### src/rtl/exp_pkg.sv
package exp_pkg;

  typedef enum logic [1:0] {
    HIT_NONE = 2'd0,
    HIT_BANK = 2'd1,
    HIT_ACK  = 2'd2
  } hit_e;

  // byte-address shift for a given register spacing in bits
  function automatic int spacing_shift(input int spacing);
    return (spacing == 32) ? 2 : 1;
  endfunction

endpackage

### src/rtl/exp_addr_decode.sv
module exp_addr_decode
  import exp_pkg::*;
#(
  parameter int ADDR_W      = 8,
  parameter int BUS_SPACING = 32,
  parameter int REG_START   = 1,
  parameter int NREG        = 3,
  parameter int ACK_INDEX   = 5,
  parameter int BANK_W      = 2
) (
  input  logic [ADDR_W-1:0] addr,
  output hit_e              kind,
  output logic [BANK_W-1:0] bank
);
  localparam int SHIFT = spacing_shift(BUS_SPACING);

  logic              aligned;
  logic [ADDR_W-1:0] index;
  int                idx_i;

  assign aligned = (addr[SHIFT-1:0] == '0);
  assign index   = addr >> SHIFT;
  assign idx_i   = int'(index);

  always_comb begin
    kind = HIT_NONE;
    bank = '0;
    if (aligned) begin
      if (idx_i == ACK_INDEX) begin
        kind = HIT_ACK;
      end else if (idx_i >= REG_START && idx_i < REG_START + NREG) begin
        kind = HIT_BANK;
        bank = BANK_W'(idx_i - REG_START);
      end
    end
  end
endmodule

### src/rtl/exp_sync.sv
module exp_sync #(
  parameter int W = 8
) (
  input  logic         clk,
  input  logic         rst_n,
  input  logic [W-1:0] d,
  output logic [W-1:0] q
);
  logic [W-1:0] stage1;

  always_ff @(posedge clk) begin
    if (!rst_n) begin
      stage1 <= '0;
      q      <= '0;
    end else begin
      stage1 <= d;
      q      <= stage1;
    end
  end
endmodule

### src/rtl/exp_out_bank.sv
module exp_out_bank #(
  parameter int                  REG_W    = 8,
  parameter int                  NUM_PINS = 20,
  parameter int                  BANK_W   = 2,
  parameter logic [NUM_PINS-1:0] DIR_MAP  = '0,
  parameter logic [NUM_PINS-1:0] INIT_MAP = '0
) (
  input  logic                clk,
  input  logic                rst_n,
  input  logic                wr_en,
  input  logic [BANK_W-1:0]   wr_bank,
  input  logic [REG_W-1:0]    wr_data,
  output logic [NUM_PINS-1:0] pin_out
);
  for (genvar g = 0; g < NUM_PINS; g++) begin : g_pin
    localparam int BK = g / REG_W;
    localparam int BT = g % REG_W;
    if (DIR_MAP[g]) begin : g_drv
      logic bit_q;
      always_ff @(posedge clk) begin
        if (!rst_n) bit_q <= INIT_MAP[g];
        else if (wr_en && wr_bank == BANK_W'(BK)) bit_q <= wr_data[BT];
      end
      assign pin_out[g] = bit_q;
    end else begin : g_sense
      assign pin_out[g] = 1'b0;
    end
  end

  AST_OUT_HOLD_NO_WRITE: assert property (@(posedge clk) disable iff (!rst_n)
    !wr_en |=> $stable(pin_out));
  AST_INPUT_PINS_LOW: assert property (@(posedge clk) disable iff (!rst_n)
    (pin_out & ~DIR_MAP) == '0);
endmodule

### src/rtl/exp_irq_latch.sv
module exp_irq_latch #(
  parameter int NUM_IRQ = 12
) (
  input  logic               clk,
  input  logic               rst_n,
  input  logic [NUM_IRQ-1:0] src_sync,
  input  logic               ack_clear,
  output logic [NUM_IRQ-1:0] pend,
  output logic               irq_out
);
  logic [NUM_IRQ-1:0] prev;
  logic [NUM_IRQ-1:0] rise;

  assign rise = src_sync & ~prev;

  always_ff @(posedge clk) begin
    if (!rst_n) begin
      prev    <= '0;
      pend    <= '0;
      irq_out <= 1'b0;
    end else begin
      prev    <= src_sync;
      pend    <= (ack_clear ? '0 : pend) | rise;
      irq_out <= ack_clear ? 1'b0 : (pend != '0);
    end
  end

  AST_EDGE_SETS_PEND: assert property (@(posedge clk) disable iff (!rst_n)
    (rise != '0) |=> ((pend & $past(rise)) == $past(rise)));
  AST_PEND_STICKY: assert property (@(posedge clk) disable iff (!rst_n)
    !ack_clear |=> ((pend & $past(pend)) == $past(pend)));
  AST_ACK_CLEARS_ALL: assert property (@(posedge clk) disable iff (!rst_n)
    (ack_clear && rise == '0) |=> (pend == '0));
  AST_PENDING_RAISES: assert property (@(posedge clk) disable iff (!rst_n)
    (pend != '0 && !ack_clear) |=> irq_out);
  AST_ACK_DROPS_IRQ: assert property (@(posedge clk) disable iff (!rst_n)
    ack_clear |=> !irq_out);
endmodule

### src/rtl/gpio_irq_expander.sv
module gpio_irq_expander
  import exp_pkg::*;
#(
  parameter int                  REG_W       = 8,
  parameter int                  BUS_SPACING = 32,
  parameter int                  ADDR_W      = 8,
  parameter int                  NUM_PINS    = 20,
  parameter int                  REG_START   = 1,
  parameter int                  ACK_INDEX   = 5,
  parameter int                  NUM_IRQ     = 12,
  parameter bit                  ACK_INVERT  = 1'b0,
  parameter logic [NUM_PINS-1:0] DIR_MAP     = 20'hF0F0F,
  parameter logic [NUM_PINS-1:0] INIT_MAP    = 20'h500A3
) (
  input  logic                clk,
  input  logic                rst_n,
  input  logic                bus_sel,
  input  logic                bus_wr,
  input  logic [ADDR_W-1:0]   bus_addr,
  input  logic [15:0]         bus_wdata,
  output logic [15:0]         bus_rdata,
  input  logic [NUM_PINS-1:0] pin_in,
  output logic [NUM_PINS-1:0] pin_out,
  input  logic [NUM_IRQ-1:0]  irq_src,
  output logic                irq_out
);
  localparam int          NREG        = (NUM_PINS + REG_W - 1) / REG_W;
  localparam int          BANK_W      = (NREG > 1) ? $clog2(NREG) : 1;
  localparam int          PAD_W       = NREG * REG_W;
  localparam logic [15:0] ACK_PATTERN = ACK_INVERT ? 16'h0000 : 16'hFFFF;

  if (REG_W != 8 && REG_W != 16) begin : g_bad_reg_w
    $error("REG_W must be 8 or 16");
  end
  if (BUS_SPACING != 16 && BUS_SPACING != 32) begin : g_bad_spacing
    $error("BUS_SPACING must be 16 or 32");
  end
  if (NUM_IRQ < 1 || NUM_IRQ > 16) begin : g_bad_irq
    $error("NUM_IRQ must be 1 to 16");
  end

  hit_e                kind;
  logic [BANK_W-1:0]   bank;
  logic                bank_wr;
  logic                ack_clear;
  logic [NUM_PINS-1:0] pin_sync;
  logic [NUM_IRQ-1:0]  src_sync;
  logic [NUM_IRQ-1:0]  pend;
  logic [NUM_PINS-1:0] view;
  logic [PAD_W-1:0]    view_pad;

  exp_addr_decode #(
    .ADDR_W(ADDR_W), .BUS_SPACING(BUS_SPACING), .REG_START(REG_START),
    .NREG(NREG), .ACK_INDEX(ACK_INDEX), .BANK_W(BANK_W)
  ) i_decode (
    .addr(bus_addr), .kind(kind), .bank(bank)
  );

  assign bank_wr   = bus_sel && bus_wr && (kind == HIT_BANK);
  assign ack_clear = bus_sel && bus_wr && (kind == HIT_ACK) && (bus_wdata == ACK_PATTERN);

  exp_out_bank #(
    .REG_W(REG_W), .NUM_PINS(NUM_PINS), .BANK_W(BANK_W),
    .DIR_MAP(DIR_MAP), .INIT_MAP(INIT_MAP)
  ) i_out (
    .clk(clk), .rst_n(rst_n), .wr_en(bank_wr), .wr_bank(bank),
    .wr_data(bus_wdata[REG_W-1:0]), .pin_out(pin_out)
  );

  exp_sync #(.W(NUM_PINS)) i_pin_sync (
    .clk(clk), .rst_n(rst_n), .d(pin_in), .q(pin_sync)
  );

  exp_sync #(.W(NUM_IRQ)) i_irq_sync (
    .clk(clk), .rst_n(rst_n), .d(irq_src), .q(src_sync)
  );

  exp_irq_latch #(.NUM_IRQ(NUM_IRQ)) i_irq (
    .clk(clk), .rst_n(rst_n), .src_sync(src_sync), .ack_clear(ack_clear),
    .pend(pend), .irq_out(irq_out)
  );

  assign view     = (pin_out & DIR_MAP) | (pin_sync & ~DIR_MAP);
  assign view_pad = PAD_W'(view);

  always_comb begin
    bus_rdata = '0;
    if (bus_sel && !bus_wr) begin
      case (kind)
        HIT_BANK: bus_rdata = 16'(view_pad[int'(bank)*REG_W +: REG_W]);
        HIT_ACK:  bus_rdata = 16'(pend);
        default:  bus_rdata = '0;
      endcase
    end
  end

  AST_UNMAPPED_READ_ZERO: assert property (@(posedge clk) disable iff (!rst_n)
    (bus_sel && !bus_wr && kind == HIT_NONE) |-> (bus_rdata == '0));
  AST_STATUS_UPPER_ZERO: assert property (@(posedge clk) disable iff (!rst_n)
    (bus_sel && !bus_wr && kind == HIT_ACK) |-> ((bus_rdata >> NUM_IRQ) == '0));
endmodule

### config.mk
export PLATFORM = sky130hd
export DESIGN_NAME = gpio_irq_expander
export DESIGN_NICKNAME = d
export VERILOG_FILES = /design/src/rtl/exp_pkg.sv /design/src/rtl/exp_addr_decode.sv /design/src/rtl/exp_sync.sv /design/src/rtl/exp_out_bank.sv /design/src/rtl/exp_irq_latch.sv /design/src/rtl/gpio_irq_expander.sv
export SDC_FILE = /design/constraint.sdc
export NUM_CORES = 1
export LEC_CHECK = 0
export BUFFER_PORTS_ARGS = -buffer_cell sky130_fd_sc_hd__buf_2
export CAP_MARGIN = 10
export CORE_ASPECT_RATIO = 0.75
export CORE_UTILIZATION = 50
export CTS_CLUSTER_SIZE = 40
export DETAILED_ROUTE_END_ITERATION = 16
export HOLD_SLACK_MARGIN = 0.15
export PLACE_DENSITY = 0.78
export SETUP_SLACK_MARGIN = 0.1
export SLEW_MARGIN = 20
export SYNTH_ARGS = -nofsm -noshare
export SYNTH_HDL_FRONTEND = slang
export SYNTH_SLANG_ARGS = --single-unit
### constraint.sdc
create_clock -name clk -period 2.2 [get_ports clk]
set_input_delay 0 -clock clk [delete_from_list [all_inputs] [get_ports clk]]
set_output_delay 0 -clock clk [all_outputs]
set_load 0.005 [all_outputs]
== Word-level counts from Yosys, hierarchy flattened ==
Cells that the tools add are included.
Word-level totals
  register bits: 93
  output and inout port bits: 37
  word-level logic and storage cells: 57
Cells by class
  add/subtract/negate cells: 1
  $lt $le $gt $ge: 2
  eq/ne operators: 6
  shift operators: 1
  mux-type cells: 9
  bitwise logic cells: 5
  reduce and logical (&&, ||, !) cells: 14
Operators by type and width (number)
  $pmux 12 s2: 1
  $shiftx 24x6->8: 1
  $or 20x16->20: 1
  $eq 16x16->1 const B: 1
  $mux 16: 1
  $and 12x12->12: 1
  $mux 12: 1
  $not 12->12: 1
  $or 12x12->12: 1
  $reduce_bool 12->1: 1
  $mux 2: 5
  $logic_and 1x1->1: 9
  $eq 6x4->1 const B: 1
  $ge 6x1->1 const B: 1
  $lt 6x3->1 const B: 1
  $eq 2x1->1 const B: 2
  $eq 2x2->1 const B: 2
  $logic_not 2->1: 2
  $reduce_or 2->1: 1
  $sub 2x1->2 const B: 1
  $logic_not 1->1: 1
  $mux 1: 1
  $not 1->1: 1

== Depth between registers and ports, before layout ==
  depth after elaboration: 10
  gate-level depth with buffers: 12
  depth with buffers taken out: 9

== Modules after synthesis ==
From an unflattened synthesis, not the netlist that was laid out.
Second synthesis, totals
  cells, all modules: 353
  area, all modules: 3801.1 um2
By module, submodules not included
  exp_sync at i_pin_sync: instances 1, cells an instance 84, area an instance 1107.3 um2, sequential area each 800.8 um2
  exp_irq_latch: instances 1, cells an instance 81, area an instance 839.6 um2, sequential area each 500.5 um2
  exp_sync at i_irq_sync: instances 1, cells an instance 50, area an instance 675.6 um2, sequential area each 480.5 um2
  exp_out_bank: instances 1, cells an instance 70, area an instance 669.4 um2, sequential area each 240.2 um2
  gpio_irq_expander: instances 1, cells an instance 55, area an instance 401.6 um2, sequential area each 0.0 um2
  exp_addr_decode: instances 1, cells an instance 13, area an instance 107.6 um2, sequential area each 0.0 um2

== Worst setup path after synthesis ==
Ideal clock, no wire load.
  path kind: input port to flip-flop
  start: in bus_addr[4]
  end: reg i_out.g_pin[0].g_drv.bit_q
  arrival: 1935 ps
  path slack: 139 ps
  stages on the path: 10
  buffers on the path: 3
  cell sequence: nor4_2 -> and3_1 -> buf_4 -> buf_4 -> ha_1 -> buf_2 -> nand3_1 -> a41oi_1 -> mux2i_1 -> nand2_1
On the way
  word-level cells in the longest chain between the ends: 8
  elaborated cells between the ends (all ways): 14
  those cells by class: order compare (2); eq/ne (2); mux (6); reduce/logical (4)
Ends and longest elaborated chain
  from (decl): RTL line gpio_irq_expander.sv:19  | input logic [ADDR_W-1:0] bus_addr,
  $ge 6x1->1 or $lt 6x3->1 (tied branches): RTL line exp_addr_decode.sv:31  | end else if (idx_i >= REG_START && idx_i < REG_START + NREG) begin
  $logic_and 1x1->1: RTL line exp_addr_decode.sv:31
  $mux 1: RTL line exp_addr_decode.sv:31
  $mux 2: RTL line exp_addr_decode.sv:29  | if (idx_i == ACK_INDEX) begin
  $mux 2: RTL line exp_addr_decode.sv:28  | if (aligned) begin
  $eq 2x1->1: RTL line gpio_irq_expander.sv:59  | assign bank_wr = bus_sel && bus_wr && (kind == HIT_BANK);
  $logic_and 1x1->1: RTL line gpio_irq_expander.sv:59
  $logic_and 1x1->1 *: RTL line exp_out_bank.sv:22  | else if (wr_en && wr_bank == BANK_W'(BK)) bit_q <= wr_data[BT];
  to (signal assigned): RTL line exp_out_bank.sv:21  | if (!rst_n) bit_q <= INIT_MAP[g];
  to (signal assigned): RTL line exp_out_bank.sv:22
  to (decl): RTL line exp_out_bank.sv:19  | logic bit_q;
Mark *: on every way between the ends. The rest lies on a longest branch, timed or not.
A chain may end at the register's enable or synchronous reset.

== Worst setup path after layout ==
  start: in bus_addr[4]
  end: out bus_rdata[1]
On the way
  word-level cells in the longest chain between the ends: 8
  elaborated cells between the ends (all ways): 15
  those cells by class: order compare (2); eq/ne (3); shift (1); mux (8); reduce/logical (1)
Ends and longest elaborated chain
  $ge 6x1->1 or $lt 6x3->1 (tied branches): RTL line exp_addr_decode.sv:31
  $logic_and 1x1->1: RTL line exp_addr_decode.sv:31
  $mux 2 or $mux 1 (tied branches): RTL line exp_addr_decode.sv:31
  $mux 2: RTL line exp_addr_decode.sv:29
  $mux 2: RTL line exp_addr_decode.sv:28
  $shiftx 24x6->8, or another cell as far along: RTL line gpio_irq_expander.sv:90  | HIT_BANK: bus_rdata = 16'(view_pad[int'(bank)*REG_W +: REG_W]);
  $pmux 12 s2 *: RTL line gpio_irq_expander.sv:89  | case (kind)
  $mux 16 *: RTL line gpio_irq_expander.sv:88  | if (bus_sel && !bus_wr) begin
  to (decl): RTL line gpio_irq_expander.sv:21  | output logic [15:0] bus_rdata,
Marked as above.

==> impl_metrics.py <==
metrics = {
    "critical_path": {
        "path_cells": "buf_2, nor4_2, and3_1, inv_1, ha_1, nand2b_1, nor3_1, buf_2",
        "crit_fanout": 8,
        "crit_top_cell": "buf_2",
        "crit_type": "in -> out",
        "cp-start-kind": "input port",
        "r2r-end": "i_irq.irq_out",
        "regToRegSetupSlack_ps": 1120,
        "end_kind": "primary output",
        "cp.required_ps": 2200,
        "worstPathArrival_ps": 1940,
        "rr_startpoint": "i_irq.pend[3]",
        "reg2reg_depth": 3,
        "startpoint": "bus_addr[4]",
        "crit_slowest_cell": "nor4_2",
        "endpoint": "bus_rdata[1]",
        "critical_path.max_stage_delay_ps": 410,
    },
    "run": {
        "drv_cap": 0,
    },
    "drt": {
        "vias_per_cell": 5.01,
        "drt_wl_total_um": 6170,
        "wire_per_inst_um": 13.1,
        "ant_nets": 0,
        "drt_pass1_iterations": 5,
        "drc_errors": 0,
        "drt_iter0_markers": 213,
        "vias": 2360,
    },
    "synthesis": {
        "yosysSeqAreaShare_pct": 52.0,
        "ys_warn_count": 0,
        "synth_cells": 303,
        "async_reset_ff_share_pct": 0,
        "synth_edf_count": 0,
        "syn_area_um2": 2960,
        "yosys_register_bits": 77,
        "ys.flop_type": "dfxtp_1",
        "synth.distinct_cells": 33,
        "syn_avg_cell_area_um2": 9.78,
    },
    "place": {
        "io_buffers": 72,
        "hpwl_um": 4180,
        "routabilityCongestion": 0.883,
    },
    "timing": {
        "worstMarginPinSlew_ps": 628,
        "hold_viol": 0,
        "period_needed_ps": 1940,
        "fin_worst_skew_ps": 5.26,
        "maxSlewViolCount": 0,
        "finalSetupViolations": 0,
        "period_share_pct": 88.2,
        "max_freq_ghz": 0.516,
        "tns_ps": 0,
        "slew_headroom_pct": 58.1,
        "rsz0062_at_grt": "no",
    },
    "pwr": {
        "p_leak_uw": 0.00162,
        "p_per_area_nw_per_um2": 739,
        "ir_worst_vdd_v": 0.000534,
        "total_power_uw": 2750,
    },
    "floorplan": {
        "die_w_um": 90.9,
        "start_util_pct": 53.6,
        "die_h_um": 68.7,
        "fp.coreArea_um2": 5530,
        "ios": 97,
        "rows": 23,
        "die_area_um2": 6240,
    },
    "clock_tree": {
        "cts_tree": "done",
        "insertion_delay_ps": 350,
        "cts.sinks": 77,
        "cts_buffer_depth": 2,
        "clk_pin_slew_ps": 80,
        "root_buffer": "clkbuf_8",
        "htree_levels": 3,
        "numCtsBuffers": 9,
        "postCtsResizedCells": 0,
    },
    "min_path": {
        "min_path_type": "in -> reg",
    },
    "grt": {
        "grt_max_degree": 46,
        "gr-usage-all-layers_pct": 21.1,
        "grt_pass1_vias": 2118,
        "grt_overflow": 0,
        "antenna_found_initial": 0,
        "grt_pass1_wl_um": 9880,
    },
    "finish": {
        "drive_above_1_share_pct": 24.5,
        "nNetsFinal": 455,
        "diodes": 0,
        "area_delta_synth_final_pct": 25.6,
        "layout_commonest_cell": "dfxtp_1",
        "layout_common_cells": "dfxtp_1, buf_2, and2_1",
    },
    "outcome": {
        "status": "finished, final reports clean",
    },
}
worst max-delay path, delay by kind of cell:
kind / cells / cell delay [ps]
and+or+nand+nor: 4 / 1320
buffers and inverters: 3 / 350
adders and majority gates: 1 / 280
cell families (layout without fill, tap and decap cells):
| kind of cell | after synthesis | count (layout) | share of synthesized area, % |
|---|---|---|---|
| and+or+nand+nor | 112 | 112 | 22.0 |
| DFF | 77 | 77 | 52.0 |
| buffers and inverters | 55 | 137 | 10.6 |
| AOI/OAI and AO/OA | 52 | 52 | 12.9 |
| adders and majority gates | 4 | 4 | 1.69 |
| muxes | 2 | 2 | 0.675 |
| other | 1 | 12 | 0.127 |
registers in the layout, summed over array words and instances, names as in the netlist:
name                     count
i_irq.irq_out                1
i_irq.pend                  12
i_irq.prev                  12
i_irq_sync.q                12
i_irq_sync.stage1           12
i_out.g_pin.g_drv.bit_q     12
i_pin_sync.q                 8
i_pin_sync.stage1            8
timing repair:
action / 4_1_cts / 5_1_grt
endpoints found under the setup margin: 0 / 0
hold buffers: 25 / 0
endpoints found under the hold margin: 32 / 0
setup buffers: 0 / 0
metrics by stage:
stage | area, um2 | std cells | hold WS, ps | utilization, % | worst slack [ps]
after floorplan | 3010 | 314 | 127 | - | 139
after global placement | 3270 | 430 | 206 | 59.1 | 250
after detailed placement | 3270 | 430 | 209 | 59.1 | 187
after CTS | 3720 | 471 | 173 | 67.4 | 267
after global routing | 3720 | 471 | 237 | 67.4 | 146
final | 3720 | 471 | 188 | 67.4 | 261
cell usage after synthesis, types with 2 or more instances:
cell / instances / area, um2
dfxtp_1: 77 / 1540
clkbuf_1: 10 / 37.5
nand4_1: 7 / 43.8
o21ai_0: 10 / 50.1
nand2_1: 9 / 33.8
ha_1: 4 / 50.1
nand2b_1: 4 / 25.0
mux2i_1: 2 / 20.0
a222oi_1: 4 / 40.0
nor2_1: 3 / 11.3
a32oi_1: 3 / 26.3
buf_4: 26 / 195
nor3_1: 4 / 20.0
inv_1: 16 / 60.1
a21oi_1: 7 / 35.0
a211oi_1: 3 / 22.5
nand3_1: 17 / 85.1
and3_1: 6 / 37.5
a22o_1: 16 / 140
and2_1: 53 / 332
nor4_1: 3 / 18.8
a21boi_0: 6 / 45.0
nor2b_1: 3 / 18.8
layout make-up:
class / instances / area (um2)
clock buffer: 10 / 138
clock inverter: 6 / 68.8
fill: 450 / 1800
inverter: 16 / 60.1
multi-input combinational: 182 / 1150
sequential: 77 / 1540
tap: 75 / 93.8
timing repair buffer: 105 / 671
worst min-delay path by stage:
stage | start | end | slack [ps] | depth (start not counted)
6_report | bus_sel | i_out.g_pin[16].g_drv.bit_q | 190 | 5
5_1_grt | bus_addr[2] | i_out.g_pin[18].g_drv.bit_q | 240 | 4
4_1_cts | bus_sel | i_out.g_pin[16].g_drv.bit_q | 170 | 5
3_5_place_dp | irq_src[11] | i_irq_sync.stage1[11] | 210 | 2
3_3_place_gp | irq_src[11] | i_irq_sync.stage1[11] | 210 | 2
2_1_floorplan | irq_src[0] | i_irq_sync.stage1[0] | 130 | 1
report_power, final:
part,internal (uW),total (uW),switching [uW]
combinational,113,203,89.9
sequential,1450,1470,21.9
clock,562,1080,518
total,2120,2750,630
per-layer routing:
layer | part of all wire [%] | track usage [%] | wire length [um] | vias to the layer above
met3 | 7.2 | 7.57 | 444 | 11
met5 | 0 | 0 | 0 | -
li1 | - | - | - | 1176
met4 | 1.8 | 8.53 | 108 | 0
met1 | 44 | 25.9 | 2740 | 1075
met2 | 47 | 34.5 | 2880 | 98
Power figures use the tool's default switching activity.
